<file path="src/rtl/pdt_pkg.sv">
package pdt_pkg;

    localparam int CNT_W       = 16;
    localparam int DATA_W      = 32;
    localparam int ADDR_W      = 4;
    localparam int DIV_LO_LOG2 = 4;
    localparam int DIV_HI_LOG2 = 8;
    localparam int CTL_W       = 8;

    // register offsets; the control bit positions are fixed by the software view
    localparam logic [ADDR_W-1:0] OFF_LOAD  = 4'h0;
    localparam logic [ADDR_W-1:0] OFF_VALUE = 4'h4;
    localparam logic [ADDR_W-1:0] OFF_CTRL  = 4'h8;
    localparam logic [ADDR_W-1:0] OFF_CLEAR = 4'hC;

    localparam int CTL_EN_BIT   = 7;
    localparam int CTL_MODE_BIT = 6;
    localparam int CTL_PSC_LSB  = 2;

    typedef enum logic [1:0] {
        PSC_DIV1   = 2'b00,
        PSC_DIVLO  = 2'b01,
        PSC_DIVHI  = 2'b10,
        PSC_RSVD   = 2'b11
    } psc_e;

    typedef struct packed {
        logic en;
        logic periodic;
        psc_e psc;
    } ctrl_t;

    function automatic ctrl_t ctrl_unpack(input logic [CTL_W-1:0] b);
        ctrl_t c;
        c.en       = b[CTL_EN_BIT];
        c.periodic = b[CTL_MODE_BIT];
        c.psc      = psc_e'(b[CTL_PSC_LSB +: 2]);
        return c;
    endfunction

    function automatic logic [CTL_W-1:0] ctrl_pack(input ctrl_t c);
        logic [CTL_W-1:0] b;
        b                    = '0;
        b[CTL_EN_BIT]        = c.en;
        b[CTL_MODE_BIT]      = c.periodic;
        b[CTL_PSC_LSB +: 2]  = c.psc;
        return b;
    endfunction

endpackage

</file>
<file path="src/rtl/pdt_prescaler.sv">
module pdt_prescaler
    import pdt_pkg::*;
#(
    parameter int LO_LOG2 = DIV_LO_LOG2,
    parameter int HI_LOG2 = DIV_HI_LOG2
) (
    input  logic clk,
    input  logic rst,
    input  logic run,
    input  logic restart,
    input  psc_e psc,
    output logic tick
);
    localparam int PRE_W = HI_LOG2;

    logic [PRE_W-1:0] pre_q;
    logic             wrap_lo;
    logic             wrap_hi;
    logic             sel_hit;

    always_ff @(posedge clk) begin
        if (rst) begin
            pre_q <= '0;
        end else if (restart) begin
            pre_q <= '0;
        end else if (run) begin
            pre_q <= pre_q + 1'b1;
        end
    end

    assign wrap_lo = &pre_q[LO_LOG2-1:0];
    assign wrap_hi = &pre_q[HI_LOG2-1:0];

    always_comb begin
        unique case (psc)
            PSC_DIVLO: sel_hit = wrap_lo;
            PSC_DIVHI: sel_hit = wrap_hi;
            default:   sel_hit = 1'b1;
        endcase
    end

    assign tick = run && !restart && sel_hit;

endmodule

</file>
<file path="src/rtl/pdt_counter.sv">
module pdt_counter
    import pdt_pkg::*;
#(
    parameter int W = CNT_W
) (
    input  logic         clk,
    input  logic         rst,
    input  logic         load_now,
    input  logic [W-1:0] load_data,
    input  logic [W-1:0] reload_val,
    input  logic         periodic,
    input  logic         tick,
    input  logic         clr_flag,
    output logic [W-1:0] count,
    output logic         flag
);
    logic [W-1:0] cnt_q;
    logic [W-1:0] cnt_step;
    logic         flag_q;
    logic         hit_zero;

    always_comb begin
        if (cnt_q == '0) begin
            cnt_step = periodic ? reload_val : {W{1'b1}};
        end else begin
            cnt_step = cnt_q - 1'b1;
        end
    end

    assign hit_zero = tick && !load_now && (cnt_step == '0);

    always_ff @(posedge clk) begin
        if (rst) begin
            cnt_q <= '0;
        end else if (load_now) begin
            cnt_q <= load_data;
        end else if (tick) begin
            cnt_q <= cnt_step;
        end
    end

    always_ff @(posedge clk) begin
        if (rst) begin
            flag_q <= 1'b0;
        end else if (hit_zero) begin
            flag_q <= 1'b1;
        end else if (clr_flag) begin
            flag_q <= 1'b0;
        end
    end

    assign count = cnt_q;
    assign flag  = flag_q;

endmodule

</file>
<file path="src/rtl/pdt_regs.sv">
module pdt_regs
    import pdt_pkg::*;
#(
    parameter int AW = ADDR_W,
    parameter int DW = DATA_W,
    parameter int CW = CNT_W
) (
    input  logic          clk,
    input  logic          rst,
    input  logic          wr_en,
    input  logic [AW-1:0] addr,
    input  logic [DW-1:0] wdata,
    input  logic [CW-1:0] count,
    output logic [DW-1:0] rdata,
    output logic [CW-1:0] reload_val,
    output ctrl_t         ctrl,
    output logic          load_wr,
    output logic          clear_wr
);
    logic [CW-1:0] load_q;
    ctrl_t         ctrl_q;
    logic          ctrl_wr;

    assign load_wr  = wr_en && (addr == OFF_LOAD);
    assign ctrl_wr  = wr_en && (addr == OFF_CTRL);
    assign clear_wr = wr_en && (addr == OFF_CLEAR);

    always_ff @(posedge clk) begin
        if (rst) begin
            load_q <= '0;
        end else if (load_wr) begin
            load_q <= wdata[CW-1:0];
        end
    end

    always_ff @(posedge clk) begin
        if (rst) begin
            ctrl_q <= '0;
        end else if (ctrl_wr) begin
            ctrl_q <= ctrl_unpack(wdata[CTL_W-1:0]);
        end
    end

    always_comb begin
        unique case (addr)
            OFF_LOAD:  rdata = DW'(load_q);
            OFF_VALUE: rdata = DW'(count);
            OFF_CTRL:  rdata = DW'(ctrl_pack(ctrl_q));
            default:   rdata = '0;
        endcase
    end

    assign reload_val = load_q;
    assign ctrl       = ctrl_q;

endmodule

</file>
<file path="src/rtl/pdt_timer.sv">
module pdt_timer
    import pdt_pkg::*;
#(
    parameter int AW = ADDR_W,
    parameter int DW = DATA_W,
    parameter int CW = CNT_W
) (
    input  logic          clk,
    input  logic          rst,
    input  logic          wr_en,
    input  logic [AW-1:0] addr,
    input  logic [DW-1:0] wdata,
    output logic [DW-1:0] rdata,
    output logic          irq
);
    ctrl_t         ctrl;
    logic [CW-1:0] reload_val;
    logic [CW-1:0] count;
    logic          load_wr;
    logic          clear_wr;
    logic          tick;
    logic          flag;
    logic          en_w;
    logic          periodic_w;

    assign en_w       = ctrl.en;
    assign periodic_w = ctrl.periodic;

    pdt_regs #(.AW(AW), .DW(DW), .CW(CW)) u_regs (
        .clk        (clk),
        .rst        (rst),
        .wr_en      (wr_en),
        .addr       (addr),
        .wdata      (wdata),
        .count      (count),
        .rdata      (rdata),
        .reload_val (reload_val),
        .ctrl       (ctrl),
        .load_wr    (load_wr),
        .clear_wr   (clear_wr)
    );

    pdt_prescaler #(.LO_LOG2(DIV_LO_LOG2), .HI_LOG2(DIV_HI_LOG2)) u_pre (
        .clk     (clk),
        .rst     (rst),
        .run     (en_w),
        .restart (load_wr),
        .psc     (ctrl.psc),
        .tick    (tick)
    );

    pdt_counter #(.W(CW)) u_cnt (
        .clk        (clk),
        .rst        (rst),
        .load_now   (load_wr),
        .load_data  (wdata[CW-1:0]),
        .reload_val (reload_val),
        .periodic   (periodic_w),
        .tick       (tick),
        .clr_flag   (clear_wr),
        .count      (count),
        .flag       (flag)
    );

    assign irq = flag && en_w;

endmodule

</file>
<file path="config.mk">
export PLATFORM = sky130hd
export DESIGN_NAME = pdt_timer
export DESIGN_NICKNAME = d
export VERILOG_FILES = /design/src/rtl/pdt_pkg.sv /design/src/rtl/pdt_prescaler.sv /design/src/rtl/pdt_counter.sv /design/src/rtl/pdt_regs.sv /design/src/rtl/pdt_timer.sv
export SDC_FILE = /design/constraint.sdc
export NUM_CORES = 1
export LEC_CHECK = 0
export ABC_CLOCK_PERIOD_IN_PS = 4300
export CAP_MARGIN = 10
export CORE_MARGIN = 5
export CORE_UTILIZATION = 35
export DETAILED_ROUTE_END_ITERATION = 12
export DONT_BUFFER_PORTS = 1
export PLACE_DENSITY_LB_ADDON = 0.1
export RECOVER_POWER = 25
export SLEW_MARGIN = 25
export SYNTH_ARGS = -nofsm -noshare
export SYNTH_HDL_FRONTEND = slang
export SYNTH_SLANG_ARGS = --single-unit
</file>
<file path="constraint.sdc">
create_clock -name clk -period 4.3 [get_ports clk]
set_input_delay 0.86 -clock clk [delete_from_list [all_inputs] [get_ports clk]]
set_output_delay 0.86 -clock clk [all_outputs]
set_load 0.01 [all_outputs]
</file>
==> results of run 1 <==
==> placed cells by master (no fill, tap or decap), types with 3 or more instances in the layout <==
| master | synthesis | final |
|---|---|---|
| mux2i_1 | 3 | 3 |
| ha_1 | 5 | 5 |
| o211ai_1 | 6 | 6 |
| nor3_1 | 15 | 15 |
| nand3_1 | 14 | 14 |
| a22oi_1 | 5 | 5 |
| nor2_1 | 31 | 31 |
| nand2_1 | 62 | 62 |
| a311oi_1 | 5 | 5 |
| a22o_1 | 12 | 12 |
| o211a_1 | 4 | 4 |
| xor2_1 | 5 | 5 |
| conb_1 | 1 | 16 |
| o21ai_0 | 4 | 4 |
| a211oi_1 | 4 | 4 |
| or4_1 | 4 | 4 |
| or3_1 | 9 | 9 |
| o41ai_1 | 3 | 3 |
| clkbuf_8 | 0 | 5 |
| xnor2_1 | 6 | 6 |
| nor4_1 | 3 | 3 |
| or2_2 | 3 | 3 |
| o31ai_1 | 6 | 6 |
| buf_4 | 16 | 3 |
| a21oi_1 | 23 | 23 |
| inv_1 | 6 | 6 |
| dfxtp_1 | 45 | 45 |
| nand4_1 | 6 | 6 |
==> synthesized netlist by cell type (all sizes together), types with 2 or more instances <==
library cell  number  share of area
o41ai              3         0.0096
xor2               5          0.016
buf               18          0.047
dfxtp             45           0.33
o211a              4          0.015
a31oi              2         0.0046
nor2              31          0.042
nor4               3         0.0068
xnor2              6          0.019
nand2             62          0.085
or2                3         0.0068
clkbuf            25          0.034
nor3              15          0.027
o211ai             6          0.016
a2bb2oi            2         0.0064
a211oi             4          0.011
a22oi              5          0.014
nor4b              3          0.012
or3                9          0.021
nand4              6          0.014
or4                4          0.011
mux2i              3          0.011
o311ai             3         0.0096
a21oi             23          0.042
nand3             14          0.026
o21a               2         0.0055
ha                 5          0.023
a22o              12          0.038
inv                6         0.0082
o21ai              4         0.0073
and2               2         0.0046
o31ai              6          0.016
a311oi             5          0.016
==> report_power, final <==
group          leakage (nW)  internal [W]  switching, W
sequential            0.364      0.000424     0.0000110
clock                0.0681      0.000231      0.000153
combinational         0.602     0.0000573     0.0000959
==> kinds of logic after synthesis <==
| logic type | Yosys count | share of synthesized area |
|---|---|---|
| XOR/XNOR | 11 | 0.0351 |
| AO/OA/AOI/OAI | 89 | 0.238 |
| other | 1 | 0.00137 |
| flip-flops | 45 | 0.329 |
| AND/OR/NAND/NOR | 158 | 0.274 |
| buffers and inverters | 49 | 0.0895 |
| multiplexers | 3 | 0.0110 |
| adder cells (fa/ha/maj) | 5 | 0.0228 |
==> worst reg2reg max path, cell delays in order, from the launching register on <==
cell and delay, ns:
dfxtp_1 0.39, or4_1 0.77, or4b_4 0.71, or3_1 0.39, a221oi_2 0.25, nand4_1 0.16, o31ai_1 0.28
==> final cells by class <==
class | instances | area, um^2 | share of cell area
Multi-Input combinational cell | 282 | 1650 | 0.571
Inverter | 6 | 22.5 | 0.00779
Clock inverter | 3 | 65.1 | 0.0225
Tap cell | 102 | 128 | 0.0441
Clock buffer | 5 | 68.8 | 0.0238
Sequential cell | 45 | 901 | 0.312
Timing Repair Buffer | 7 | 55.1 | 0.0190
==> metal layers <==
layer	share of wire	routed length, um	vias up	GRT usage
li1	-	-	1244	-
met5	0	0	-	0
met1	0.47	3660	1192	0.216
met3	0.061	476	7	0.0396
met2	0.46	3640	61	0.255
met4	0.010	81	0	0.0473
==> sequential cells by signal, summed over array words and instances (netlist names) <==
register,flops
u_cnt.count,16
u_regs.reload_val,16
u_pre.pre_q,8
u_regs.ctrl,4
u_cnt.flag,1
==> final timing paths <==
path / to / slack, ns / depth (start not counted)
max: u_cnt.flag / 1.11 / 8
min: u_regs.reload_val[5] / 0.48 / 2
max reg2reg: u_cnt.flag / 1.27 / 6
min reg2reg: u_regs.reload_val[5] / 0.48 / 2
==> metrics by stage <==
step | total power [W] | utilization | area (um^2) | hold slack (ns) | worst slack [ns]
2_1_floorplan | 0.000579 | - | 2800 | 0.438 | 1.25
3_3_place_gp | 0.000597 | 0.362 | 2780 | 0.461 | 1.30
3_5_place_dp | 0.000597 | 0.362 | 2780 | 0.468 | 1.26
4_1_cts | 0.000985 | 0.379 | 2910 | 0.481 | 1.25
5_1_grt | 0.00102 | 0.376 | 2890 | 0.500 | 0.868
6_report | 0.000973 | 0.376 | 2890 | 0.477 | 1.11
==> flow_metrics.env, run 1 <==
export IMPL_syn_area_um2=2740
export IMPL_grt_max_degree=46
export IMPL_gr_total_overflow=0
export IMPL_wl_um=7860
export IMPL_crit_chain="nor4_1 -> clkbuf_1 -> nand2_1 -> clkbuf_2 -> nand2_1 -> nor2_1 -> nand4_1 -> o31ai_1"
export IMPL_ys_ff_latch=45
export IMPL_dr_first_iter_drc_count=124
export IMPL_initial_core_util=0.357
export IMPL_wl_per_cell_um=17.5
export IMPL_ctsHoldBuffers=0
export IMPL_cpMostUsedCell="nand2_1"
export IMPL_post_cts_buffers=0
export IMPL_fin_skew_ns=0.00688
export IMPL_fin_crit_ns=3.19
export IMPL_dpl_cell_count=442
export IMPL_synth_flop_cell="dfxtp_1"
export IMPL_fp_dieW_um=98.5
export IMPL_fp_dieH_um=98.5
export IMPL_htreeDepth=2
export IMPL_io_pins=72
export IMPL_via_per_inst=5.56
export IMPL_crit_path_end_kind="flop"
export IMPL_drc=0
export IMPL_areaGrowthSynthToFinish_pct=5.48
export IMPL_hold_viol=0
export IMPL_max_freq_ghz=0.314
export IMPL_critPathLaunch="addr[1]"
export IMPL_diodes=0
export IMPL_async_flop_share=0
export IMPL_cts_buffers=5
export IMPL_die_area_um2=9700
export IMPL_clock_latency_ns=0.30
export IMPL_firstDrtPassIters=4
export IMPL_rsz0062_at_grt="no"
export IMPL_numPortBuffers=0
export IMPL_drive_gt1_frac=0.0575
export IMPL_gp_congestion=0.852
export IMPL_antenna_found_initial=0
export IMPL_synth_edf_count=0
export IMPL_crit_type="in2reg"
export IMPL_synthCells=361
export IMPL_clock_path_buffers=2
export IMPL_ys_seq_area_frac=0.329
export IMPL_post_cts_resized=0
export IMPL_worstPathMaxFanout=45
export IMPL_timing_rr_start="u_cnt.count[4]"
export IMPL_critPathTopFamily="buffers and inverters"
export IMPL_cts_tree="built"
export IMPL_worst_path_buf_inv=2
export IMPL_cp_slowest_stage_delay_ns=0.76
export IMPL_grt_pass1_vias=2350
export IMPL_fin_crit_sh=0.741
export IMPL_coreArea_um2=7690
export IMPL_finalSetupTns_ns=0
export IMPL_worst_pin_slew_ns=0.973
export IMPL_startpoint_type="input port"
export IMPL_cts_root_buf="clkbuf_8"
export IMPL_ant_nets=0
export IMPL_arrival_ns=3.38
export IMPL_vias=2504
export IMPL_setup_viol=0
export IMPL_layout_nets=391
export IMPL_irDropWorstVdd_uv=114
export IMPL_avgSynthCellArea_um2=7.59
export IMPL_p_leak_nw=1.03
export IMPL_grt_pass1_wl_um=12700
export IMPL_critPathRequiredTime_ns=4.49
export IMPL_hp_class="reg2reg"
export IMPL_final_cells=450
export IMPL_status="complete, no violations"
export IMPL_grt_total_usage=0.160
export IMPL_cp_slowest_cell="clkbuf_1"
export IMPL_rows=32
export IMPL_ys_types=53
export IMPL_ys_warn_count=0
export IMPL_cts_num_sinks=45
export IMPL_path_clk_slew_ns=0.09
export IMPL_slew_viol_final=0
export IMPL_dp_hpwl_um=5460
export IMPL_n_fill_cell=851
export IMPL_max_cap_violations=0
export IMPL_max_slew_margin=0.352
export IMPL_hold_start="u_regs.reload_val[5]"
export IMPL_powerDensity_nw_per_um2=336
Power figures use the tool's default switching activity.
==> run 2: changes to the inputs <==
--- a/config.mk
+++ b/config.mk
@@ -5,7 +5,7 @@
 export SDC_FILE = /design/constraint.sdc
 export NUM_CORES = 1
 export LEC_CHECK = 0
-export ABC_CLOCK_PERIOD_IN_PS = 4300
+export ABC_CLOCK_PERIOD_IN_PS = 2800
 export CAP_MARGIN = 10
 export CORE_MARGIN = 5
 export CORE_UTILIZATION = 35
==> constraint.sdc (replaced) <==
create_clock -name clk -period 2.8 [get_ports clk]
set_input_delay 0.56 -clock clk [delete_from_list [all_inputs] [get_ports clk]]
set_output_delay 0.56 -clock clk [all_outputs]
set_load 0.01 [all_outputs]
==> run 2 against run 1 <==
Effect of this change:
- final cell count rose by 3.8%
- register-to-register slack got worse by 1.1 ns
- clock power is 35% higher
- flip-flop and latch count unchanged
- critical path depth down 2
- combinational power is 74% higher
- clock-buffer cell count stayed put
- clock skew is 0.0096 ns higher
- core utilization grew 1.3 points
- sequential share of layout area shrank 1.1 points
- sequential power rose by 52%
- final area grew 3.5%
==> flow_metrics.env, run 2 (synthesized netlist as in run 1, its figures left out) <==
export IMPL_status="complete, no violations"
export IMPL_wl_per_cell_um=17.6
export IMPL_cts_root_buf="clkbuf_8"
export IMPL_diodes=0
export IMPL_grt_max_degree=35
export IMPL_clock_latency_ns=0.31
export IMPL_critPathRequiredTime_ns=3.01
export IMPL_io_pins=72
export IMPL_irDropWorstVdd_uv=188
export IMPL_ctsHoldBuffers=0
export IMPL_worst_pin_slew_ns=0.947
export IMPL_wl_um=8200
export IMPL_crit_chain="or4_1 -> or4b_4 -> or3_1 -> a221oi_2 -> nand4_1 -> o31ai_1"
export IMPL_min_path_cells=1
export IMPL_drc=0
export IMPL_final_cells=467
export IMPL_critPathTopFamily="simple AND/OR/NAND/NOR gates"
export IMPL_worstPathMaxFanout=7
export IMPL_cts_num_sinks=45
export IMPL_finalSetupTns_ns=0
export IMPL_htreeDepth=2
export IMPL_fp_dieW_um=98.5
export IMPL_layout_nets=408
export IMPL_p_leak_nw=1.11
export IMPL_drive_gt1_frac=0.104
export IMPL_worst_path_buf_inv=0
export IMPL_fin_crit_ns=2.62
export IMPL_initial_core_util=0.357
export IMPL_powerDensity_nw_per_um2=482
export IMPL_fin_crit_sh=0.935
export IMPL_cts_buffers=5
export IMPL_grt_pass1_wl_um=13700
export IMPL_cp_slowest_stage_delay_ns=0.61
export IMPL_fin_skew_ns=0.0165
export IMPL_fp_dieH_um=98.5
export IMPL_rows=32
export IMPL_areaGrowthSynthToFinish_pct=9.22
export IMPL_whs_ns=0.313
export IMPL_grt_total_usage=0.172
export IMPL_cp_slowest_cell="or4b_4"
export IMPL_cts_tree="built"
export IMPL_gp_congestion=0.843
export IMPL_grt_pass1_vias=2481
export IMPL_r2r_setup_slack_ns=0.18
export IMPL_vias=2557
export IMPL_dpl_cell_count=459
export IMPL_post_cts_resized=0
export IMPL_hp_class="in2reg"
export IMPL_dr_first_iter_drc_count=102
export IMPL_r2r_end="u_cnt.flag"
export IMPL_clock_path_buffers=2
export IMPL_mostFrequentLayoutCells="nand2_1 (62), dfxtp_1 (45), nor2_1 (31), a21oi_1 (23), buf_4 (21)"
export IMPL_min_to="u_regs.ctrl[0]"
export IMPL_r2r_cells=6
export IMPL_numPortBuffers=0
export IMPL_path_clk_slew_ns=0.10
export IMPL_crit_type="reg2reg"
export IMPL_max_slew_margin=0.369
export IMPL_via_per_inst=5.48
export IMPL_rsz0062_at_grt="no"
export IMPL_setup_viol=0
export IMPL_timing_rr_start="u_cnt.count[8]"
export IMPL_post_cts_buffers=0
export IMPL_gr_total_overflow=0
export IMPL_firstDrtPassIters=4
export IMPL_slew_viol_final=0
export IMPL_dp_hpwl_um=5880
export IMPL_ant_nets=0
export IMPL_die_area_um2=9700
export IMPL_arrival_ns=2.83
export IMPL_max_freq_ghz=0.382
export IMPL_max_cap_violations=0
export IMPL_mostFrequentLayoutCell="nand2_1"
export IMPL_startpoint_type="flop"
export IMPL_antenna_found_initial=0
export IMPL_crit_path_end_kind="flop"
export IMPL_hold_viol=0
export IMPL_hold_start="rst"
export IMPL_coreArea_um2=7690
## run 2: cell count changes in the layout (fill, tap and decap cells not counted)
cell	previous run	this run
and2_0	2	1
buf_4	3	21
clkinv_4	0	1
buf_12	1	0
bufinv_16	2	1
and2_1	0	1
clkinvlp_4	0	1
nor4b_1	2	1
nor4b_2	1	2
clkinv_2	1	0
## run 2: worst register-to-register path: cells and delay by family, from the launching register on
family          cells  cell delay (ns)
compound gates      2             0.53
simple gates        4             1.66
flops               1             0.32
## run 2: layout make-up
class	instances	area, um^2
repair buffers	24	170
well taps	102	128
clock inverters	3	46.3
flip-flops and latches	45	901
multi-input cells	282	1660
fillers	831	4690
inverters	6	22.5
clock buffers	5	68.8
## run 2: worst max path at each step
stage / from / slack, ns / endpoint / depth (start not counted)
after floorplan: addr[1] / 0.25 / u_regs.reload_val[10] / 7
after global placement: u_cnt.count[8] / 0.17 / u_cnt.flag / 6
after detailed placement: u_cnt.count[8] / 0.19 / u_cnt.flag / 6
after CTS: u_cnt.count[8] / 0.15 / u_cnt.flag / 6
after global routing: u_cnt.count[8] / 0.07 / u_cnt.flag / 6
final: u_cnt.count[8] / 0.18 / u_cnt.flag / 6
## run 2: layer usage
layer	part of all wire	global-route usage	routed length, um	up-vias
li1	-	-	-	1279
met1	0.47	0.243	3850	1201
met2	0.46	0.271	3740	75
met3	0.070	0.0318	570	2
met4	0.0041	0.0399	34	0
met5	0	0	0	-
## run 2: through the flow
stage	setup WS, ns	cell area (um^2)	utilization	power, W
2_1_floorplan	0.255	2800	-	0.000890
3_3_place_gp	0.173	2900	0.377	0.000940
3_5_place_dp	0.189	2900	0.377	0.000940
4_1_cts	0.155	3010	0.392	0.00146
5_1_grt	0.0683	2990	0.389	0.00152
6_report	0.181	2990	0.389	0.00144
## run 2: report_power, final
| part | internal [W] | switching, W | total (W) | leakage [nW] |
|---|---|---|---|---|
| Clock | 0.000268 | 0.000249 | 0.000517 | 0.0543 |
| Sequential | 0.000651 | 0.0000103 | 0.000662 | 0.364 |
| Combinational | 0.000106 | 0.000160 | 0.000266 | 0.693 |
==> run 3: changes to the inputs <==
--- a/config.mk
+++ b/config.mk
@@ -5,6 +5,7 @@
 export SDC_FILE = /design/constraint.sdc
 export NUM_CORES = 1
 export LEC_CHECK = 0
+export ABC_AREA = 1
 export ABC_CLOCK_PERIOD_IN_PS = 2800
 export CAP_MARGIN = 10
 export CORE_MARGIN = 5
==> run 3 against run 2 <==
Effect of this change:
- register-to-register slack better by 0.45 ns
- setup slack better by 0.39 ns
- clock power is 19% lower
- hold slack better by 0.0076 ns
- combinational power rose by 74%
- critical path depth down 2
- wire length is 5.0% higher
- critical path type is now in2out
- largest power group unchanged
==> flow_metrics.env, run 3 <==
export IMPL_synthSimpleGateAreaFrac=0.320
export IMPL_yosysMostFrequentCell="nand2_1"
export IMPL_cts_tree="built"
export IMPL_slew_viol_final=0
export IMPL_synth_area_leaders="dfxtp_1 (32%), nand2_1 (15%), inv_1 (7.4%)"
export IMPL_cp_slowest_stage_delay_ns=0.34
export IMPL_coreArea_um2=7810
export IMPL_firstDrtPassIters=4
export IMPL_mostFrequentLayoutCell="nand2_1"
export IMPL_grt_pass1_vias=2720
export IMPL_critPathTopFamily="simple AND/OR/NAND/NOR gates"
export IMPL_gp_congestion=0.867
export IMPL_synth_edf_count=0
export IMPL_fin_skew_ns=0.00480
export IMPL_mostFrequentLayoutCells="nand2_1 (112), inv_1 (56), dfxtp_1 (45), nor2_1 (37), nand3_1 (29)"
export IMPL_diodes=0
export IMPL_fp_dieW_um=100
export IMPL_htreeDepth=2
export IMPL_p_leak_nw=1.27
export IMPL_synthCells=436
export IMPL_setup_ws_ns=0.567
export IMPL_clock_latency_ns=0.30
export IMPL_finalSetupTns_ns=0
export IMPL_cts_num_sinks=45
export IMPL_n_fill_cell=895
export IMPL_rows=32
export IMPL_grt_max_degree=22
export IMPL_fin_crit_sh=0.797
export IMPL_synth_flop_cell="dfxtp_1"
export IMPL_critPathRequiredTime_ns=2.24
export IMPL_dr_first_iter_drc_count=120
export IMPL_setup_viol=0
export IMPL_startpoint_type="input port"
export IMPL_synth_xor_area_share=0.00923
export IMPL_areaGrowthSynthToFinish_pct=4.79
export IMPL_cts_buffers=5
export IMPL_synth_compound_area_share=0.189
export IMPL_cp_slowest_cell="nand3_1"
export IMPL_synthAdderAreaFrac=0.0220
export IMPL_wl_um=8610
export IMPL_synth_top_family_by_area="simple AND/OR/NAND/NOR gates"
export IMPL_initial_core_util=0.365
export IMPL_post_cts_resized=0
export IMPL_grt_pass1_wl_um=14000
export IMPL_via_per_inst=5.10
export IMPL_fin_crit_ns=2.23
export IMPL_worst_path_buf_inv=1
export IMPL_drc=0
export IMPL_hold_viol=0
export IMPL_max_freq_ghz=0.448
export IMPL_async_flop_share=0
export IMPL_antenna_found_initial=0
export IMPL_path_clk_slew_ns=0.08
export IMPL_wl_per_cell_um=16.0
export IMPL_fp_dieH_um=100
export IMPL_numPortBuffers=0
export IMPL_dp_hpwl_um=6410
export IMPL_crit_type="in2out"
export IMPL_irDropWorstVdd_uv=215
export IMPL_avgSynthCellArea_um2=6.53
export IMPL_powerDensity_nw_per_um2=522
export IMPL_die_area_um2=10000
export IMPL_worstPathMaxFanout=9
export IMPL_post_cts_buffers=0
export IMPL_synth_common_cells="nand2_1 (112), inv_1 (56), dfxtp_1 (45)"
export IMPL_layout_nets=479
export IMPL_synth_top_area_frac=0.316
export IMPL_pre_cts_ws_ns=0.546
export IMPL_ys_ff_latch=45
export IMPL_status="complete, no violations"
export IMPL_worst_pin_slew_ns=0.627
export IMPL_max_slew_margin=0.579
export IMPL_arrival_ns=1.67
export IMPL_synth_largest_area_cell="dfxtp_1"
export IMPL_gr_total_overflow=0
export IMPL_max_cap_violations=0
export IMPL_ys_types=35
export IMPL_syn_area_um2=2850
export IMPL_ctsHoldBuffers=0
export IMPL_hp_class="in2reg"
export IMPL_crit_path_end_kind="output port"
export IMPL_grt_total_usage=0.177
export IMPL_synth_mux_area_frac=0
export IMPL_clock_path_buffers=2
export IMPL_crit_chain="nor2_1 -> nand3_1 -> buf_4 -> o22ai_1"
export IMPL_io_pins=72
export IMPL_ys_warn_count=0
export IMPL_ys_seq_area_frac=0.316
export IMPL_drive_gt1_frac=0.0644
export IMPL_cts_root_buf="clkbuf_8"
export IMPL_ant_nets=0
export IMPL_rsz0062_at_grt="no"
export IMPL_vias=2741
## run 3: kinds of logic after synthesis
logic type / Yosys count
simple gates: 202
flops: 45
xor+xnor: 3
fa+ha+maj: 5
compound gates: 91
buf+inv: 89
other cells: 1
## run 3: final cells by class
| class | count | area [um^2] | area share |
|---|---|---|---|
| Clock buffer | 7 | 86.3 | 0.0289 |
| Inverter | 58 | 218 | 0.0730 |
| Multi-Input combinational cell | 317 | 1600 | 0.536 |
| Sequential cell | 45 | 901 | 0.302 |
| Tap cell | 102 | 128 | 0.0428 |
| Timing Repair Buffer | 8 | 52.6 | 0.0176 |
## run 3: path summary, 6_finish.rpt
| kind | start | endpoint | slack [ns] | depth (start not counted) |
|---|---|---|---|---|
| setup / recovery | addr[1] | rdata[12] | 0.57 | 4 |
| hold / removal | rst | u_cnt.count[7] | 0.32 | 1 |
| setup reg to reg | u_cnt.count[0] | u_cnt.flag | 0.63 | 14 |
| hold reg to reg | u_pre.pre_q[1] | u_pre.pre_q[1] | 0.49 | 2 |
## run 3: metal layers
metal	wire length (um)	up-vias	GRT usage
met2	4290	60	0.306
met3	514	11	0.0396
met1	3690	1263	0.220
met5	0	-	0
met4	116	0	0.0477
li1	-	1407	-
## run 3: through the flow
stage,cells,util,area (um^2),hold WS [ns],power (W)
finish,537,0.382,2980,0.321,0.00156
global route,537,0.382,2980,0.308,0.00166
CTS,537,0.383,2990,0.310,0.00157
detailed placement,530,0.372,2900,0.481,0.00115
global placement,530,0.372,2900,0.475,0.00115
floorplan,451,-,2900,0.458,0.00108
## run 3: power by group
part	internal [W]	switching, W	leakage, nW
Clock	0.000196	0.000223	0.0443
Sequential	0.000655	0.0000180	0.364
Combinational	0.000146	0.000317	0.861
Total	0.000997	0.000558	1.27
